File: src/rtl/mcp_pkg.sv
// Package: shared size codes and lane-format constants for the magnitude compare.
// Assumes IEEE-754 binary16/32/64 layouts.
package mcp_pkg;
    typedef enum logic [1:0] {
        SZ_RSVD = 2'b00,
        SZ_HALF = 2'b01,
        SZ_SNGL = 2'b10,
        SZ_DBL  = 2'b11
    } size_e;

    localparam int HALF_W  = 16;
    localparam int HALF_EW = 5;
    localparam int SNGL_W  = 32;
    localparam int SNGL_EW = 8;
    localparam int DBL_W   = 64;
    localparam int DBL_EW  = 11;
endpackage

File: src/rtl/abs_lane_cmp.sv
// Module: compares the magnitudes of two floating-point values of width W.
// Assumes exponent width EW and an IEEE layout. A NaN on either side gives 0.
module abs_lane_cmp #(
    parameter int W  = 32,
    parameter int EW = 8
) (
    input  logic [W-1:0] op_a,
    input  logic [W-1:0] op_b,
    input  logic         or_equal,
    output logic         hit
);
    localparam int FW = W - 1 - EW;
    localparam logic [W-1:0] MAG_MASK = {1'b0, {(W-1){1'b1}}};

    logic [W-1:0] mag_a, mag_b;
    logic         nan_a, nan_b;

    // Strip signs, detect NaNs and perform the unsigned magnitude compare.
    always_comb begin
        mag_a = op_a & MAG_MASK;
        mag_b = op_b & MAG_MASK;
        nan_a = (&mag_a[W-2:FW]) && (|mag_a[FW-1:0]);
        nan_b = (&mag_b[W-2:FW]) && (|mag_b[FW-1:0]);
        if (nan_a || nan_b)
            hit = 1'b0;
        else if (or_equal)
            hit = (mag_a >= mag_b);
        else
            hit = (mag_a > mag_b);
    end
endmodule

File: src/rtl/lane_group.sv
// Module: splits the vectors into lanes of width W and builds the formatted
// destination predicate for that lane size. Assumes VEC_BITS is a multiple of W.
module lane_group #(
    parameter int VEC_BITS = 128,
    parameter int W        = 32,
    parameter int EW       = 8
) (
    input  logic [VEC_BITS-1:0]   src_a,
    input  logic [VEC_BITS-1:0]   src_b,
    input  logic [VEC_BITS/8-1:0] pred_in,
    input  logic                  or_equal,
    output logic [VEC_BITS/8-1:0] chunks
);
    localparam int NB    = VEC_BITS / 8;
    localparam int LANES = VEC_BITS / W;
    localparam int CB    = W / 8;

    logic [LANES-1:0] hits;
    logic [NB-1:0]    placed;

    for (genvar l = 0; l < LANES; l++) begin : g_lane
        abs_lane_cmp #(.W(W), .EW(EW)) u_cmp (
            .op_a     (src_a[l*W +: W]),
            .op_b     (src_b[l*W +: W]),
            .or_equal (or_equal),
            .hit      (hits[l])
        );
        // Put the lane result at the lowest bit of its chunk.
        assign placed[l*CB +: CB] = {{(CB-1){1'b0}}, hits[l]};
    end

    // The governing bit and the placed result share the low chunk position.
    assign chunks = pred_in & placed;
endmodule

File: src/rtl/mag_cmp_pred.sv
// Module: top of the predicated magnitude compare. It selects the lane-size
// variant, rejects the reserved size code and registers the result.
// Assumes the inputs are stable around the strobed clock edge.
module mag_cmp_pred
    import mcp_pkg::*;
#(
    parameter int VEC_BITS = 128
) (
    input  logic                  clk,
    input  logic                  rst_n,
    input  logic                  in_valid,
    input  logic [VEC_BITS-1:0]   src_a,
    input  logic [VEC_BITS-1:0]   src_b,
    input  logic [VEC_BITS/8-1:0] pred_in,
    input  logic [1:0]            size_code,
    input  logic                  or_equal,
    output logic                  out_valid,
    output logic [VEC_BITS/8-1:0] pred_out,
    output logic                  bad_size
);
    localparam int NB = VEC_BITS / 8;

    logic [NB-1:0] res_h, res_s, res_d, res_sel;
    logic          rsvd;

    lane_group #(.VEC_BITS(VEC_BITS), .W(HALF_W), .EW(HALF_EW)) u_half (
        .src_a(src_a), .src_b(src_b), .pred_in(pred_in),
        .or_equal(or_equal), .chunks(res_h)
    );
    lane_group #(.VEC_BITS(VEC_BITS), .W(SNGL_W), .EW(SNGL_EW)) u_sngl (
        .src_a(src_a), .src_b(src_b), .pred_in(pred_in),
        .or_equal(or_equal), .chunks(res_s)
    );
    lane_group #(.VEC_BITS(VEC_BITS), .W(DBL_W), .EW(DBL_EW)) u_dbl (
        .src_a(src_a), .src_b(src_b), .pred_in(pred_in),
        .or_equal(or_equal), .chunks(res_d)
    );

    // Pick the variant for the requested size; the reserved code yields zeros.
    always_comb begin
        rsvd = 1'b0;
        unique case (size_e'(size_code))
            SZ_HALF: res_sel = res_h;
            SZ_SNGL: res_sel = res_s;
            SZ_DBL:  res_sel = res_d;
            default: begin
                res_sel = '0;
                rsvd    = 1'b1;
            end
        endcase
    end

    // Register the result on a strobe; hold it otherwise.
    always_ff @(posedge clk) begin
        if (!rst_n) begin
            out_valid <= 1'b0;
            pred_out  <= '0;
            bad_size  <= 1'b0;
        end else begin
            out_valid <= in_valid;
            if (in_valid) begin
                pred_out <= res_sel;
                bad_size <= rsvd;
            end
        end
    end
endmodule

File: config.mk
export PLATFORM = sky130hd
export DESIGN_NAME = mag_cmp_pred
export DESIGN_NICKNAME = d
export VERILOG_FILES = /design/src/rtl/mcp_pkg.sv /design/src/rtl/abs_lane_cmp.sv /design/src/rtl/lane_group.sv /design/src/rtl/mag_cmp_pred.sv
export SDC_FILE = /design/constraint.sdc
export NUM_CORES = 1
export LEC_CHECK = 0
export ABC_CLOCK_PERIOD_IN_PS = 1750
export BUFFER_PORTS_ARGS = -buffer_cell sky130_fd_sc_hd__clkbuf_2
export CAP_MARGIN = 20
export CORE_ASPECT_RATIO = 0.75
export CORE_MARGIN = 1
export CORE_UTILIZATION = 42
export CTS_CLUSTER_SIZE = 14
export DETAILED_ROUTE_END_ITERATION = 10
export PLACE_DENSITY = 0.92
export SLEW_MARGIN = 25
export SYNTH_ARGS = -nofsm -noshare
export SYNTH_HDL_FRONTEND = slang
export SYNTH_SLANG_ARGS = --single-unit
File: constraint.sdc
create_clock -name clk -period 1.75 [get_ports clk]
set_input_delay 0.0875 -clock clk [delete_from_list [all_inputs] [get_ports clk]]
set_output_delay 0.0875 -clock clk [all_outputs]
set_load 0.03 [all_outputs]
# Word level (Yosys, flattened, before mapping)
# Index checks and enable logic that the tools add are counted.
# classes
shift	0
div_mod_pow	0
eq_ne	3
n_mux	30
reduce_logical	99
add_sub_neg	0
bitwise	3
n_lt_le_gt_ge	28
n_mul	0
# op_table
cell	n
$reduce_or A52 Y1	4
$reduce_or A23 Y1	8
$reduce_or A10 Y1	16
$ge A63 B63 Y1	2
$gt A63 B63 Y1	2
$ge A31 B31 Y1	4
$gt A31 B31 Y1	4
$ge A15 B15 Y1	8
$gt A15 B15 Y1	8
$reduce_and A5 Y1	16
$reduce_and A8 Y1	8
$pmux W16 S3	1
$reduce_and A11 Y1	4
$mux W1	29
$logic_and A1 B1 Y1	28
$and A16 B13 Y16	1
$and A16 B15 Y16	1
$and A16 B9 Y16	1
$logic_or A1 B1 Y1	14
$eq A2 B2 Y1 const B	2
$reduce_or A3 Y1	1
$eq A2 B1 Y1 const B	1
# word_totals
romBits	0
mem_bits_rw	0
n_memories	0
latch_bits	0
elab_cells	166
out_inout_bits	18
inputBits	278
reg_bits	18

# Depth between registers and ports, before layout
# Gate-level depths: netlist of the first run.
# logic_depth
ltp_word	6
mapped_depth	9
ltp_nobuf	9

# By module
# From an unflattened synthesis of the first run, not the netlist that was laid out.
# hier_totals
cells_unflattened	1780
area_unflattened_um2	12428.2
# modules_own_cells
module	area_each_um2	cells_per_inst	instances
abs_lane_cmp at u_dbl.g_lane[0].u_cmp ...	1873.0	274	2
abs_lane_cmp at u_sngl.g_lane[0].u_cmp ...	930.9	135	4
abs_lane_cmp at u_half.g_lane[0].u_cmp ...	455.4	66	8
mag_cmp_pred	960.9	113	1
lane_group at u_dbl	121.4	17	1
lane_group at u_sngl	118.9	17	1
lane_group at u_half	113.9	17	1

# Worst setup path before layout of the first run
# OpenSTA, ideal clock, no wires.
# synth_timing
path_kind	input-to-reg
startpoint	in src_b[36]
endpoint	reg pred_out[0]
t_required_ns	1.693
n_path_buf	0
t_arrival_ns	1.824
setup_slack_ns	-0.131
cell_stages	7
path_cell_list	or4_4 > nor4_4 > and3_1 > a31oi_1 > or3_4 > o41ai_2 > a21o_1
# synth_between
elab_chain_len	6
# synth_lines
item	line	text
start, declared	mag_cmp_pred.sv:13	input logic [VEC_BITS-1:0] src_b,
branches (longest 3 deep; another with $gt A63 B63 Y1)	--	
$mux W1 *	abs_lane_cmp.sv:24	if (nan_a || nan_b)
$and A16 B9 Y16 *	lane_group.sv:33	assign chunks = pred_in & placed;
$pmux W16 S3 *	mag_cmp_pred.sv:42	unique case (size_e'(size_code))
end signal, assigned	mag_cmp_pred.sv:62	pred_out <= res_sel;
end, declared	mag_cmp_pred.sv:18	output logic [VEC_BITS/8-1:0] pred_out,
# Every way passes the cells marked *.
# A chain may end at the register's enable or synchronous reset.

# Final worst setup path of the first run
# layout_timing
startpoint	in src_b[60]
endpoint	reg pred_out[0]
# layout_between
elab_chain_len	6
# layout_lines
item	line
branches (longest 3 deep; another with $gt A63 B63 Y1)	--
$mux W1 *	abs_lane_cmp.sv:24
$and A16 B9 Y16 *	lane_group.sv:33
$pmux W16 S3 *	mag_cmp_pred.sv:42
# Marks and branches as above.

==> reports/results.tsv, run 1 <==
metric	value	unit
Final Wtd Congestion	0.939	
share of cells above drive strength 1	42.3	%
clock root buffer master	clkbuf_16	
sequential share of the synthesized area	3.88	%
die width	130	µm
first-pass GRT wire length	34.5	mm
final net count	1618	
Hold Path Class	primary input to register	
flop2flop setup slack	230	ps
Async S/R FF share, synth	0	%
max cap viols	0	
RSZ-0062 raised after global routing	yes	
Slew Viols, Final	0	
Ys Warns	0	
Post-Route WL	22.4	mm
DRT Pass-1 Iters	5	
CP required	1880	ps
vias	7719	
highest clock rate	0.539	GHz
outcome	finished, violations left	
Total Power	2.41	mW
CTS buffer count	3	
Area growth syn-to-layout	62.4	%
failing checks	setup timing	
hold path startpoint	size_code[0]	
# setup viols final	2	
Worst-Margin Slew	572	ps
initial antenna violation count	1	
largest net degree at the start of global routing	10	
WL met1	8.75	mm
Post-synth top flop	dfxtp_1	
Setup WS pre-CTS	-398	ps
insertion delay to the later sink of the worst-skew pair	240	ps
average vias per placed instance	5.64	
Reg-to-Reg Start	pred_out[8]	
highest routed metal layer	met4	
IO Count	296	
met3 WL	1.80	mm
Critical Path Source Type	primary input	
worst hold stages	4	
Core Box Area	0.0118	mm²
DR iter-0 viols	362	
CTS tree	done	
critical path peak fanout	2	
GRT Overall Usage	33.6	%
Max Root-Sink Buffers	2	
routed len/inst	16.4	µm
row cnt	34	
Die H	98.0	µm
worst-case reg-to-reg path depth	6	
setup TNS	-126	ps
Worst slew margin	61.5	%
Final ANT Viol Nets	0	
CP startpoint	src_b[60]	
period utilisation layout	106	%
CP peak stage delay	410	ps
critical path, cell by cell	clkbuf_2, inv_1, ha_1, a21o_1, a21o_1, a221oi_2, o31ai_2, a21oi_1, o41ai_2, a21o_1	
commonest non-fill, non-tap cell in the layout	clkbuf_2	
Die ar.	0.0127	mm²
Mapped Area	0.00516	mm²
non-filler cells, final	1369	
number of global-route vias before repair	7806	
H-tree levels	1	
GRT Residual Overflow	0	
number of synthesized register bits	10	
Cells after Synth	754	
routed wl met2	10.9	mm
DR DRC count	0	
Avg Inst Size Synth	6.85	µm²
number of port buffers	275	
most frequent cells in the layout	clkbuf_2 (274), buf_4 (179), inv_1 (138)	
leakage	4.73	nW
minimum clock period	1850	ps
worst setup margin	-105	ps
Max IR drop VDD	0.000291	V
initial core utilization	43.8	%
slowest CP cell	a221oi_2	
DP Cell Count	1361	
Yosys cell types	58	
CP most frequent cell	a21o_1	
Power Density	288	mW/mm²
Data arrival, critical path	1990	ps
clock skew	0	ps
Crit Path Category	primary input to register	
dpl hpwl	19.0	mm
Clock transition at path regs	40	ps
clk sinks	10	
CP Capture Type	register	
Final Hold Fails	0	
number of synthesized flops with an enable pin	0	
[final timing paths]
kind / endpoint
worst max-delay path: pred_out[0]
worst min-delay path: bad_size
worst max register to register: pred_out[8]
worst min register to register: pred_out[10]
[layer usage]
| metal | vias to the layer above | GRT usage (%) |
|---|---|---|
| li1 | 3707 | - |
| met5 | - | 0 |
| met2 | 419 | 59.9 |
| met3 | 92 | 7.01 |
| met4 | 0 | 16.8 |
| met1 | 3501 | 37.4 |
[worst max-delay path, delay by kind of cell]
family,cells,cell delay [ps]
AOI/OAI and AO/OA,7,1470
adders and majority gates,1,300
buffers and inverters,2,130
[layout make-up]
cell class / count / area (µm²)
diodes: 1 / 2.50
clock buffers: 3 / 75.1
fillers: 891 / 3400
inverters: 142 / 533
multi-input cells: 597 / 4650
flip-flops and latches: 10 / 200
well taps: 162 / 203
repair buffers: 454 / 2720
[through the flow]
stage          cell area (µm²)  hold slack (ps)  utilization, %
6_report                  8390              256            71.2
5_1_grt                   8390              281            71.2
4_1_cts                   8200              245            69.6
3_5_place_dp              8020              444            68.1
3_3_place_gp              8020              436            68.1
2_1_floorplan             5200              323               -
[flip-flops by register name, summed over array words and instances, names as in the netlist]
signal	count
bad_size	1
pred_out	8
out_valid	1
[cell usage after synthesis, types with 3 or more instances]
library cell	instances	area share, %
inv_1	138	10
ha_1	132	32
a21oi_1	59	5.7
nand4_1	44	5.3
nand3_1	43	4.2
nand2_1	38	2.8
nor4_1	38	4.6
nor2_1	32	2.3
nor3_1	30	2.9
o21ai_0	25	2.4
a21o_1	18	2.6
and3_1	12	1.5
and4_1	10	1.7
dfxtp_1	10	3.9
nor2b_1	10	1.2
or4_1	10	1.5
a31oi_1	8	0.97
buf_4	8	1.2
nand2b_1	8	0.97
o21ai_1	8	0.78
a211oi_1	7	1.0
a221oi_1	4	0.68
inv_2	4	0.29
or3_1	4	0.48
a21boi_0	3	0.44
and2_1	3	0.36
clkbuf_1	3	0.22
o211ai_1	3	0.44
o31ai_1	3	0.44
or4_4	3	0.65
[what timing repair did]
| action | 4_1_cts | 5_1_grt |
|---|---|---|
| setup buffers | 2 | 2 |
| gates resized for setup | 17 | 30 |
| pin swaps | 11 | 18 |
| setup endpoints to repair | 2 | 5 |
| hold buffers | 0 | 0 |
[cell families (layout without fill, tap and decap cells)]
family          Yosys count  after routing  share of synthesized area [%]
flops                    10             10                           3.88
fa+ha+maj               132            132                           32.0
compound gates          160            160                           19.5
other cells               1              9                         0.0726
mux                       1              1                          0.194
buf+inv                 154            599                           11.8
simple gates            296            296                           32.6
[power breakdown]
group / switching [mW] / internal, mW / leakage [nW]
Sequential: 0.00297 / 0.235 / 0.0812
Combinational: 0.896 / 0.862 / 4.61
Clock: 0.118 / 0.298 / 0.0370
Total: 1.02 / 1.39 / 4.73
(Power assumes the default switching activity.)
==> run 2: changes to the inputs <==
Settings changed: ABC_AREA set to 1, CORE_UTILIZATION 42 to 44.
==> run 2 against run 1 <==
Compared with the run above: the run ends with DRC left; critical path depth is 3 higher; die area is 14% higher; clock skew stayed put; routed wire length is 9.8% lower; core utilization is 12 points lower; cell area is 3.4% lower; fmax is 17% higher; hold slack worse by 180 ps; non-clock buffer count is 140 lower; global-route usage is 5.9 points lower; register-to-register slack better by 890 ps; critical path type unchanged; largest cell class unchanged.
==> reports/results.tsv, run 2 <==
metric	value	unit
DR DRC count	16	
Power Density	278	mW/mm²
Hold Path Class	primary input to register	
share of power burned in registers	10.6	%
Async S/R FF share, synth	0	%
number of port buffers	275	
CTS tree	done	
clock skew	0	ps
share of cells above drive strength 1	25.8	%
IO Count	296	
Post-synth top flop	dfxtp_1	
clk sinks	10	
number of synthesized flops with an enable pin	0	
Mapped Area	0.00616	mm²
worst-case reg-to-reg path depth	2	
Yosys cell types	39	
Final ANT Viol Nets	0	
Clock transition at path regs	40	ps
highest clock rate	0.629	GHz
Core Box Area	0.0137	mm²
GRT Residual Overflow	0	
Data arrival, critical path	1690	ps
CTS buffer count	3	
top post-synthesis cells by count	nand2_1 (303), inv_1 (210), nor2_1 (181)	
initial core utilization	44.9	%
Slew Viols, Final	0	
first-pass GRT wire length	33.6	mm
Die ar.	0.0145	mm²
top cell type's share of synthesized area	26.8	%
routed len/inst	12.4	µm
average vias per placed instance	4.97	
die width	139	µm
Synth area leader	ha_1	
Regs by FF count	pred_out (8), bad_size (1), out_valid (1)	
fillcell total	1366	
# setup viols final	0	
max cap viols	0	
Comb power frac	72.1	%
Area growth syn-to-layout	31.6	%
RSZ-0062 raised after global routing	no	
sequential share of the synthesized area	3.25	%
row cnt	37	
CP Capture Type	register	
Switching Fraction	45.7	%
Crit Path Category	primary input to register	
post-layout util	59.1	%
non-filler cells, final	1625	
Final Instance Area	0.00810	mm²
minimum clock period	1590	ps
leakage	4.88	nW
Critical Path Source Type	primary input	
number of global-route vias before repair	7502	
DRT Pass-1 Iters	10	
DP Cell Count	1620	
Cells after Synth	1134	
Die H	104	µm
Final Wtd Congestion	0.930	
clock root buffer master	clkbuf_16	
H-tree levels	1	
DR iter-0 viols	559	
top cells by area, synth	ha_1 (27%), nand2_1 (18%), inv_1 (13%), nor2_1 (11%), nand3_1 (6.3%)	
area of placed instances	0.00800	mm²
GRT Overall Usage	27.7	%
Largest register FFs	8	
final net count	1860	
Max IR drop VDD	0.000143	V
commonest non-fill, non-tap cell in the layout	nand2_1	
most instantiated library cell after synthesis	nand2_1	
Reg with most FFs	pred_out	
internal power	1.22	mW
failing checks	DRC	
CP required	1850	ps
largest net degree at the start of global routing	10	
Avg Inst Size Synth	5.43	µm²
Post-Route WL	20.2	mm
most frequent cells in the layout	nand2_1 (303), clkbuf_2 (275), inv_1 (210)	
Clock power frac	17.3	%
outcome	finished, violations left	
dpl hpwl	18.6	mm
Final Hold Fails	0	
NetSw	1.03	mW
critical path peak fanout	4	
worst hold stages	3	
vias	8076	
initial antenna violation count	2	
period utilisation layout	90.8	%
number of synthesized register bits	10	
insertion delay to the later sink of the worst-skew pair	230	ps
Ys Warns	0	
Max Root-Sink Buffers	2	
## run 2: cell types whose count changed after synthesis, sizes merged, moves of 19 or more
cell   delta
inv      +85
nand2   +270
nand3    +40
nand4    -19
nor4     -39
nor2    +164
## run 2: power by group through the flow
| stage | combinational [mW] | clock (mW) | sequential (mW) |
|---|---|---|---|
| 6_report | 1.62 | 0.389 | 0.239 |
| 3_3_place_gp | 1.54 | 0 | 0.242 |
| 2_1_floorplan | 0.894 | 0 | 0.256 |
| 3_5_place_dp | 1.59 | 0 | 0.243 |
| 4_1_cts | 1.60 | 0.400 | 0.239 |
| 5_1_grt | 1.85 | 0.415 | 0.240 |
## run 2: final timing paths
check | from | to | slack [ps]
hold reg to reg | pred_out[0] | pred_out[0] | 470
setup / recovery | src_a[30] | pred_out[0] | 160
setup reg to reg | bad_size | bad_size | 1120
hold / removal | rst_n | out_valid | 80
## run 2: final cells by class
type	instances	area, µm²	share of cell area (%)
sequential	10	200	2.47
tap	175	219	2.70
antenna	2	5.00	0.0618
clock buffer	3	75.1	0.926
multi-input combinational	893	5080	62.7
inverter	228	856	10.6
timing repair buffer	314	1670	20.6
## run 2: what timing repair did
item	in CTS	in global routing
setup endpoints to repair	0	2
gates resized for setup	0	5
hold buffers	0	0
buffers inserted	0	0
## run 2: logic make-up after synthesis
kind of cell             Yosys count  synth area share, %
adder cells (fa/ha/maj)          132                 26.8
AND/OR/NAND/NOR                  659                 46.3
other                              1               0.0609
flip-flops                        10                 3.25
AO/OA/AOI/OAI                     94                 8.58
buffers and inverters            238                 15.0
## run 2: routing by layer
| layer | vias up | routed length (µm) | GRT usage (%) |
|---|---|---|---|
| met5 | - | 0 | 0 |
| met4 | 0 | 515 | 7.70 |
| met3 | 34 | 1360 | 2.21 |
| met2 | 305 | 8660 | 46.1 |
| met1 | 3521 | 9650 | 38.2 |
| li1 | 4216 | - | - |
## run 2: metrics by stage
step	power [mW]	setup TNS, ps	hold WS [ps]	setup slack [ps]
after global placement	1.78	-43.0	299	-43.0
after floorplan	1.15	0	185	278
final	2.25	0	76.9	160
after detailed placement	1.84	-213	309	-103
after CTS	2.24	0	69.9	130
after global routing	2.51	0	102	3.88
## run 2: critical path, cell delays in order
cell and delay, ps:
clkbuf_2 120, ha_1 310, nand2_1 80, nor2_2 190, nand3_1 130, nor2_1 140
nand3_1 140, nor3_1 190, nor2_1 70, nand2_1 70, nand2_1 50, nand2_1 60
a21oi_1 50
==> run 3: changes to the inputs <==
Settings changed: PLACE_DENSITY 0.92 to not set, PLACE_DENSITY_LB_ADDON set to 0.08, SLEW_MARGIN 25 to not set.
==> run 3 against run 2 <==
Compared with the run above: clock power is 15% higher; die area stayed put; setup slack better by 9.7 ps; largest cell class unchanged; count of clock-buffer cells in the layout is 1 higher; sequential power hardly changed; combinational power is 4% lower; core utilization is 0.74 points lower; via count is 5.4% lower; the run still ends with DRC left; cell area is 1.3% lower; flip-flop and latch count stayed put.
==> reports/results.tsv, run 3 (same netlist as run 2, synthesis figures left out) <==
metric	value	unit
Crit Path Category	primary input to register	
final net count	1846	
DRT Pass-1 Iters	8	
dpl hpwl	17.4	mm
routed len/inst	11.7	µm
Worst-Margin Slew	494	ps
Total Power	2.24	mW
Die ar.	0.0145	mm²
clock root buffer master	clkbuf_16	
postcts setup bufs	0	
post-layout util	58.4	%
RSZ-0062 raised after global routing	no	
Data arrival, critical path	1690	ps
Final Wtd Congestion	0.910	
DR iter-0 viols	308	
critical path peak fanout	4	
period utilisation layout	90.3	%
H-tree levels	1	
share of cells above drive strength 1	25.1	%
leakage	4.82	nW
number of port buffers	275	
clk sinks	10	
most frequent cells in the layout	nand2_1 (303), clkbuf_2 (275), inv_1 (210)	
max cap viols	0	
Switching Fraction	44.7	%
average vias per placed instance	4.74	
Slew Viols, Final	0	
die width	139	µm
Max Root-Sink Buffers	2	
insertion delay to the later sink of the worst-skew pair	230	ps
ANT cells	0	
Hold Path Class	primary input to register	
Reg with most FFs	pred_out	
number of global-route vias before repair	7223	
GRT Overall Usage	26.7	%
minimum clock period	1580	ps
largest net degree at the start of global routing	10	
Comb power frac	69.4	%
first-pass GRT wire length	32.3	mm
failing checks	DRC	
Critical Path Source Type	primary input	
initial antenna violation count	0	
Final ANT Viol Nets	0	
Power Density	280	mW/mm²
GRT Residual Overflow	0	
setup TNS	0	ps
internal power	1.24	mW
CTS tree	done	
DR DRC count	18	
initial core utilization	44.9	%
Worst slew margin	66.7	%
# setup viols final	0	
Max IR drop VDD	0.000331	V
Core Box Area	0.0137	mm²
Clock transition at path regs	40	ps
clock skew	0	ps
Post-Route WL	18.9	mm
CP Capture Type	register	
Clock power frac	19.9	%
row cnt	37	
IO Count	296	
highest clock rate	0.633	GHz
NetSw	1.00	mW
Regs by FF count	pred_out (8), bad_size (1), out_valid (1)	
Largest register FFs	8	
share of power burned in registers	10.6	%
outcome	finished, violations left	
Die H	104	µm
Area growth syn-to-layout	30.0	%
Final Hold Fails	0	
CP required	1860	ps
commonest non-fill, non-tap cell in the layout	nand2_1	
vias	7639	
CTS buffer count	3	
## run 3: timing repair
item                                    4_1_cts  5_1_grt
resized for setup                             0        5
hold buffers                                  0        0
endpoints found under the setup margin        0        2
## run 3: final timing paths
path / startpoint / endpoint / slack (ps) / cells past startpoint
setup reg to reg: bad_size / bad_size / 1120 / 2
setup / recovery: src_b[14] / pred_out[0] / 170 / 14
hold reg to reg: pred_out[10] / pred_out[10] / 460 / 2
hold / removal: rst_n / out_valid / 70 / 3
## run 3: per-stage QoR
stage	cells	worst slack, ps	area (µm²)	hold WS [ps]
4_1_cts	1610	172	7990	61.8
3_3_place_gp	1606	-40.2	7900	300
2_1_floorplan	1141	278	6180	185
3_5_place_dp	1606	-62.1	7900	305
6_report	1610	170	8000	65.6
5_1_grt	1610	0.660	8000	93.5
## run 3: metal layers
| metal | routed length (µm) | GRT usage (%) | vias up |
|---|---|---|---|
| li1 | - | - | 4189 |
| met5 | 0 | 0 | - |
| met3 | 1150 | 2.53 | 10 |
| met2 | 7790 | 44.6 | 225 |
| met4 | 147 | 3.21 | 0 |
| met1 | 9810 | 38.0 | 3215 |
## run 3: worst max-delay path: stages
cell and delay, ps:
clkbuf_2 70, inv_1 40, ha_1 280, nand2_1 80
nor2_2 180, nand3_1 160, nor2_2 140, nand3_1 140
nor3_1 190, nor2_1 70, nand2_1 80, nand2_1 50
nand2_1 50, a21oi_1 50
## run 3: final cells by class
class	instances	area, µm²
clock buffer	4	88.8
fill	1502	5700
inverter	228	856
multi-input combinational	893	5070
sequential	10	200
tap	175	219
timing repair buffer	300	1560
## run 3: power groups by stage
| stage | Sequential, mW | Clock (mW) | Combinational [mW] |
|---|---|---|---|
| 4_1_cts | 0.239 | 0.458 | 1.55 |
| 2_1_floorplan | 0.256 | 0 | 0.894 |
| 3_3_place_gp | 0.242 | 0 | 1.53 |
| 5_1_grt | 0.239 | 0.477 | 1.81 |
| 3_5_place_dp | 0.242 | 0 | 1.54 |
| 6_report | 0.239 | 0.447 | 1.56 |
